File: src/rtl/delayed_read_ctrl.sv
module delayed_read_ctrl #(
  parameter int ID_W   = 4,
  parameter int ADDR_W = 16,
  parameter int DATA_W = 32,
  parameter int TMR_W  = 12
) (
  input  logic              clk,
  input  logic              rst,
  input  logic              req_valid,
  input  logic [ID_W-1:0]   req_id,
  input  logic [ADDR_W-1:0] req_addr,
  output logic [1:0]        rsp_code,
  output logic [DATA_W-1:0] rsp_data,
  output logic              be_req,
  output logic [ADDR_W-1:0] be_addr,
  input  logic              be_wait,
  input  logic              be_rvalid,
  input  logic [DATA_W-1:0] be_rdata,
  input  logic              discard_en,
  input  logic [TMR_W-1:0]  discard_limit
);
  localparam logic [1:0] RSP_NONE  = 2'b00;
  localparam logic [1:0] RSP_RETRY = 2'b01;
  localparam logic [1:0] RSP_DONE  = 2'b10;

  typedef enum logic [1:0] {S_IDLE, S_FETCH, S_READY} state_t;

  state_t             st;
  logic [ID_W-1:0]    hold_id;
  logic [ADDR_W-1:0]  hold_addr;
  logic [DATA_W-1:0]  hold_data;
  logic [TMR_W-1:0]   age;

  wire hit       = req_valid && req_id == hold_id && req_addr == hold_addr;
  wire collect   = st == S_READY && hit;
  wire expire    = st == S_READY && !hit && discard_en && age == discard_limit;
  wire take_data = st == S_FETCH && be_rvalid && (!be_req || !be_wait);

  assign rsp_code = !req_valid ? RSP_NONE : (collect ? RSP_DONE : RSP_RETRY);
  assign rsp_data = collect ? hold_data : '0;
  assign be_addr  = hold_addr;

  always_ff @(posedge clk) begin
    if (rst) begin
      st        <= S_IDLE;
      hold_id   <= '0;
      hold_addr <= '0;
      hold_data <= '0;
      be_req    <= 1'b0;
      age       <= '0;
    end else begin
      case (st)
        S_IDLE: if (req_valid) begin
          hold_id   <= req_id;
          hold_addr <= req_addr;
          be_req    <= 1'b1;
          st        <= S_FETCH;
        end
        S_FETCH: begin
          if (be_req && !be_wait) be_req <= 1'b0;
          if (take_data) begin
            hold_data <= be_rdata;
            age       <= '0;
            st        <= S_READY;
          end
        end
        S_READY: begin
          if (collect || expire) begin
            hold_data <= '0;
            st        <= S_IDLE;
          end else begin
            age <= age + 1'b1;
          end
        end
        default: st <= S_IDLE;
      endcase
    end
  end
endmodule

File: config.mk
export PLATFORM = sky130hd
export DESIGN_NAME = delayed_read_ctrl
export DESIGN_NICKNAME = d
export VERILOG_FILES = /design/src/rtl/delayed_read_ctrl.sv
export SDC_FILE = /design/constraint.sdc
export NUM_CORES = 1
export LEC_CHECK = 0
export BUFFER_PORTS_ARGS = -buffer_cell sky130_fd_sc_hd__buf_2
export CORE_MARGIN = 4
export CORE_UTILIZATION = 53
export CTS_CLUSTER_DIAMETER = 120
export DETAILED_ROUTE_END_ITERATION = 12
export MAX_ROUTING_LAYER = met4
export PLACE_DENSITY = 0.85
export SLEW_MARGIN = 20
export SYNTH_ARGS = -nofsm -noshare
export SYNTH_HDL_FRONTEND = slang
export SYNTH_SLANG_ARGS = --single-unit
export TNS_END_PERCENT = 5
File: constraint.sdc
create_clock -name clk -period 3.6 [get_ports clk]
set_input_delay 0.36 -clock clk [delete_from_list [all_inputs] [get_ports clk]]
set_output_delay 0.36 -clock clk [all_outputs]
set_load 0.03 [all_outputs]
==> results.sh, run 1 <==
export IMPL_ys_top_cells_by_area="dfxtp_1 (41%), nand2_1 (9.1%), a21oi_1 (8.9%)"
export IMPL_cp_num_buf_inv=0
export IMPL_syn_inst=408
export IMPL_synth_commonest_cells="nand2_1 (79), dfxtp_1 (67), a21oi_1 (58)"
export IMPL_reg2reg_slack_ps=1040
export IMPL_rsz0062_at_grt="no"
export IMPL_cp_slowest_cell="and3b_2"
export IMPL_end_kind="flip-flop"
export IMPL_p_leak_nw=1.77
export IMPL_cts_root_buf="clkbuf_8"
export IMPL_hold_start="be_rdata[26]"
export IMPL_worstPathMaxFanout=36
export IMPL_cts_buffer_depth=2
export IMPL_async_flop_share=0
export IMPL_synth_area_leader_cell="dfxtp_1"
export IMPL_synth_cell_types=41
export IMPL_reg2reg_from="be_req"
export IMPL_fmax_mhz=391
export IMPL_worst_slew_pin_slew_ps=964
export IMPL_initial_utilization=0.546
export IMPL_required_ps=3850
export IMPL_setup_tns_ps=0
export IMPL_clk_latency_ps=340
export IMPL_die_area_um2=7460
export IMPL_n_antenna_cell=0
export IMPL_drive_gt1_frac=0.308
export IMPL_synth_seq_cells=67
export IMPL_reg2reg_to="age[3]"
export IMPL_critPathTopFamily="simple AND/OR/NAND/NOR gates"
export IMPL_finalClockSkew_ps=9.08
export IMPL_firstDrtPassIters=4
export IMPL_synth_most_common_cell="nand2_1"
export IMPL_postLayoutCoreUtil=0.677
export IMPL_period_needed_ps=2560
export IMPL_crit_type="flip-flop to flip-flop"
export IMPL_wl_per_cell_um=14.5
export IMPL_grt_max_degree=59
export IMPL_path_clk_slew_ps=70
export IMPL_yosysWarnings=0
export IMPL_first_global_vias=3094
export IMPL_hp_class="input pin to flip-flop"
export IMPL_nets=586
export IMPL_row_count=28
export IMPL_ctsHoldBuffers=0
export IMPL_dominantRegCellSynth="dfxtp_1"
export IMPL_area_growth_pct=23.9
export IMPL_slew_violations=0
export IMPL_drt_iter0_drc=187
export IMPL_holdPathEnd="hold_data[26]"
export IMPL_wl_um=8630
export IMPL_cts_buffers_inserted=9
export IMPL_post_cts_buffers=0
export IMPL_die_y_um=86.3
export IMPL_setup_viol=0
export IMPL_start_kind="flip-flop"
export IMPL_core_um2=5960
export IMPL_gp_congestion=0.882
export IMPL_synth_top_area_frac=0.412
export IMPL_antenna_found_initial=0
export IMPL_maxCapViolCount=0
export IMPL_hold_viol=0
export IMPL_worstHoldPathCells=3
export IMPL_ctsResizeCount=0
export IMPL_max_slew_margin_rel=0.357
export IMPL_hpwlAfterDp_um=6030
export IMPL_synth_seq_area_share=0.412
export IMPL_grt_use_total=0.238
export IMPL_synth_edff_count=0
export IMPL_max_vdd_ir_drop_mv=0.243
export IMPL_cellPowerDensity_nw_per_um2=413
export IMPL_num_vias=3274
export IMPL_status="complete, no violations"
export IMPL_ant_nets=0
export IMPL_reg2regPathDepth=6
export IMPL_fin_crit_sh=0.711
export IMPL_arrival_ps=2820
export IMPL_cts_tree="built"
export IMPL_grt_pass1_wl_um=13900
export IMPL_synth_avg_cell_area_um2=7.97
export IMPL_grt_overflow_total=0
export IMPL_syn_area_um2=3250
export IMPL_ios=121
export IMPL_drcViolationCount=0
export IMPL_syn_nets=479
export IMPL_via_per_inst=5.50
export IMPL_cp_cell_sequence="a21boi_1, and3b_2, or2_2, o211ai_2, or3_2, a21oi_1"
export IMPL_clock_sinks=67
export IMPL_die_x_um=86.3
export IMPL_cts_max_level=3
export IMPL_cp_slowest_stage_delay_ps=640
export IMPL_numPortBuffers=120
-- per-stage QoR --
stage | hold slack, ps | setup slack (ps) | cells | instance area, um^2 | total power (W)
after CTS | 242 | 1020 | 595 | 4030 | 0.00168
final | 257 | 1040 | 595 | 4030 | 0.00167
after global placement | 456 | 1020 | 579 | 3840 | 0.00106
after floorplan | 444 | 1330 | 408 | 3250 | 0.000984
after global routing | 248 | 854 | 595 | 4030 | 0.00174
after detailed placement | 461 | 907 | 579 | 3840 | 0.00107
-- cells by family after synthesis --
group           count (synthesis)  share of synthesized area
fa+ha+maj                       1                    0.00385
compound gates                109                      0.184
simple gates                  168                      0.261
xor+xnor                       32                     0.0862
buf+inv                        30                     0.0492
flops                          67                      0.412
mux                             1                    0.00308
-- worst register-to-register path, cell delays in order, from the launching register on --
cell	delay [ps]
dfxtp_1	340
a21boi_1	170
and3b_2	640
or2_2	230
o211ai_2	340
or3_2	590
a21oi_1	160
-- worst max path at each step --
stage,start,end,slack (ps),depth (start not counted)
2_1_floorplan,be_addr[15],rsp_code[0],1330,5
3_3_place_gp,be_wait,age[6],1020,7
3_5_place_dp,be_wait,age[3],910,7
4_1_cts,be_req,age[3],1020,6
5_1_grt,be_req,age[3],850,6
6_report,be_req,age[3],1040,6
-- layer usage --
layer	vias to the layer above	GRT usage	wire length [um]	share of wire
met5	-	-	0	0
met4	0	0.105	151	0.017
met3	16	0.0504	679	0.079
met2	121	0.379	4300	0.50
met1	1516	0.291	3500	0.41
li1	1621	-	-	-
-- area by class of cell --
cell class / instances / area, um^2
fillers: 507 / 1920
multi-input cells: 311 / 1760
flip-flops and latches: 67 / 1340
repair buffers: 125 / 638
clock buffers: 11 / 141
well taps: 75 / 93.8
clock inverters: 5 / 52.6
inverters: 1 / 3.75
-- flip-flops by register name (all words and copies together), names as in the netlist --
register	flops
hold_data	32
be_req	1
st	2
be_addr	16
age	12
hold_id	4
-- cells in the final DEF (no fill, tap or decap), types with 2 or more instances in the layout --
cell | netlist | layout
a21oi_1 | 58 | 58
or3_2 | 5 | 5
o211ai_1 | 3 | 3
or4_1 | 3 | 3
xnor2_1 | 32 | 32
o21ai_2 | 4 | 4
or3_1 | 2 | 2
nand2_1 | 79 | 79
dfxtp_1 | 67 | 67
buf_4 | 2 | 5
or2_2 | 2 | 2
nand4_1 | 10 | 10
clkinv_2 | 0 | 3
nand3_1 | 11 | 11
o21ai_0 | 21 | 21
and2_1 | 4 | 4
clkbuf_8 | 0 | 10
buf_2 | 1 | 120
a21oi_2 | 2 | 2
nor2b_1 | 2 | 2
and3_1 | 34 | 34
nor2_1 | 8 | 7
o21ai_1 | 15 | 15
-- report_power, final --
part           leakage [nW]  internal [W]  total, W  switching (W)
Clock                0.0991      0.000335  0.000616       0.000281
Combinational          1.13     0.0000948  0.000250       0.000155
Sequential            0.545      0.000776  0.000801      0.0000249
Total                  1.77       0.00121   0.00167       0.000461
Note: power is estimated with default switching activity, not from simulation.
==> run 2, diff against run 1 <==
--- a/config.mk
+++ b/config.mk
@@ -7,11 +7,11 @@
 export LEC_CHECK = 0
 export BUFFER_PORTS_ARGS = -buffer_cell sky130_fd_sc_hd__buf_2
 export CORE_MARGIN = 4
-export CORE_UTILIZATION = 53
+export CORE_UTILIZATION = 49
 export CTS_CLUSTER_DIAMETER = 120
 export DETAILED_ROUTE_END_ITERATION = 12
 export MAX_ROUTING_LAYER = met4
-export PLACE_DENSITY = 0.85
+export PLACE_DENSITY = 0.8
 export SLEW_MARGIN = 20
 export SYNTH_ARGS = -nofsm -noshare
 export SYNTH_HDL_FRONTEND = slang
==> constraint.sdc (replaced) <==
create_clock -name clk -period 2.6 [get_ports clk]
set_input_delay 0.26 -clock clk [delete_from_list [all_inputs] [get_ports clk]]
set_output_delay 0.26 -clock clk [all_outputs]
set_load 0.03 [all_outputs]
==> run 2 against run 1 <==
Non-clock buffer count rose by 4; clock-buffer cell count rose by 4; critical path depth did not move; largest cell class unchanged; largest power group unchanged.
==> results.sh, run 2 (same netlist as run 1, synthesis figures left out) <==
export IMPL_initial_utilization=0.509
export IMPL_final_cell_mix="buf_2 (120), nand2_1 (79), dfxtp_1 (67)"
export IMPL_fin_crit_sh=0.918
export IMPL_worstPathMaxFanout=33
export IMPL_regMostFlops="hold_data"
export IMPL_setup_viol=0
export IMPL_clock_sinks=67
export IMPL_maxCapViolCount=0
export IMPL_arrival_ps=2130
export IMPL_cp_cell_sequence="xnor2_1, nand4_1, nor4_2, buf_4, and3_1, buf_2"
export IMPL_cp_slowest_stage_delay_ps=330
export IMPL_required_ps=2340
export IMPL_ctsResizeCount=0
export IMPL_setup_tns_ps=0
export IMPL_gp_congestion=0.809
export IMPL_start_kind="flip-flop"
export IMPL_largest_reg_flops=32
export IMPL_drt_iter0_drc=238
export IMPL_row_count=29
export IMPL_grt_max_degree=59
export IMPL_grt_pass1_wl_um=13800
export IMPL_ctsHoldBuffers=0
export IMPL_core_um2=6390
export IMPL_fin_area_um2=4060
export IMPL_wl_um=8610
export IMPL_post_cts_buffers=0
export IMPL_n_antenna_cell=0
export IMPL_cts_buffers_inserted=9
export IMPL_rsz0062_at_grt="no"
export IMPL_worst_slew_pin_slew_ps=892
export IMPL_crit_type="flip-flop to primary output"
export IMPL_grt_overflow_total=0
export IMPL_clk_latency_ps=330
export IMPL_cp_slowest_cell="dfxtp_1"
export IMPL_critPathTopFamily="simple AND/OR/NAND/NOR gates"
export IMPL_max_slew_margin_rel=0.403
export IMPL_area_growth_pct=24.8
export IMPL_hp_class="input pin to flip-flop"
export IMPL_die_y_um=89.5
export IMPL_antenna_found_initial=0
export IMPL_drcViolationCount=0
export IMPL_path_clk_slew_ps=70
export IMPL_drive_gt1_frac=0.309
export IMPL_ant_nets=0
export IMPL_p_leak_nw=1.79
export IMPL_via_per_inst=5.46
export IMPL_cts_tree="built"
export IMPL_num_vias=3279
export IMPL_nets=590
export IMPL_hpwlAfterDp_um=5910
export IMPL_cts_root_buf="clkbuf_8"
export IMPL_cellPowerDensity_nw_per_um2=562
export IMPL_die_x_um=89.5
export IMPL_placed_cell_area_um2=3870
export IMPL_numPortBuffers=120
export IMPL_wl_per_cell_um=14.3
export IMPL_max_vdd_ir_drop_mv=0.289
export IMPL_period_needed_ps=2390
export IMPL_status="complete, no violations"
export IMPL_finalClockSkew_ps=5.96
export IMPL_hold_viol=0
export IMPL_cp_num_buf_inv=2
export IMPL_cts_max_level=3
export IMPL_end_kind="primary output"
export IMPL_first_global_vias=3017
export IMPL_grt_use_total=0.225
export IMPL_cts_buffer_depth=2
export IMPL_final_common_cell="buf_2"
export IMPL_slew_violations=0
export IMPL_ios=121
export IMPL_fill_cells=586
export IMPL_firstDrtPassIters=4
export IMPL_fmax_mhz=419
export IMPL_die_area_um2=8010
run 2: where the power goes:
part / switching, W / internal [W]
Clock: 0.000370 / 0.000451
Combinational: 0.000218 / 0.000136
Sequential: 0.0000331 / 0.00107
Total: 0.000621 / 0.00166
run 2: path summary, 6_finish.rpt:
| kind | start | end | slack, ps | depth (start not counted) |
|---|---|---|---|---|
| setup reg to reg | age[2] | hold_data[25] | 390 | 7 |
| setup / recovery | be_addr[15] | rsp_data[17] | 210 | 6 |
| hold reg to reg | hold_id[1] | hold_id[1] | 470 | 2 |
| hold / removal | be_rdata[5] | hold_data[5] | 160 | 3 |
run 2: layout make-up:
type / count / area [um^2] / share of cell area
sequential: 67 / 1340 / 0.330
inverter: 1 / 3.75 / 0.000925
tap: 77 / 96.3 / 0.0237
timing repair buffer: 129 / 668 / 0.165
multi-input combinational: 311 / 1760 / 0.433
clock buffer: 15 / 186 / 0.0459
clock inverter: 1 / 5.00 / 0.00123
run 2: stage by stage:
step	setup WS, ps	cells	total power [W]	util	hold slack [ps]
CTS	237	601	0.00230	0.636	149
finish	212	601	0.00228	0.636	160
detailed placement	403	585	0.00148	0.606	459
floorplan	434	408	0.00136	-	350
global placement	447	585	0.00147	0.606	454
global route	41.0	601	0.00239	0.636	152
run 2: worst reg2reg max path, cell delays in order (launching register included):
cell and delay (ps):
dfxtp_1 440, xnor2_1 150, nand4_1 120, or4_2 670, o211a_1 160, buf_4 230, o21ai_0 210, a21oi_1 80
run 2: per-layer routing:
layer	vias to the layer above	GRT usage	wire length [um]
li1	1633	-	-
met1	1517	0.290	3780
met2	115	0.352	4040
met3	14	0.0415	652
met4	0	0.0825	142
met5	-	-	0
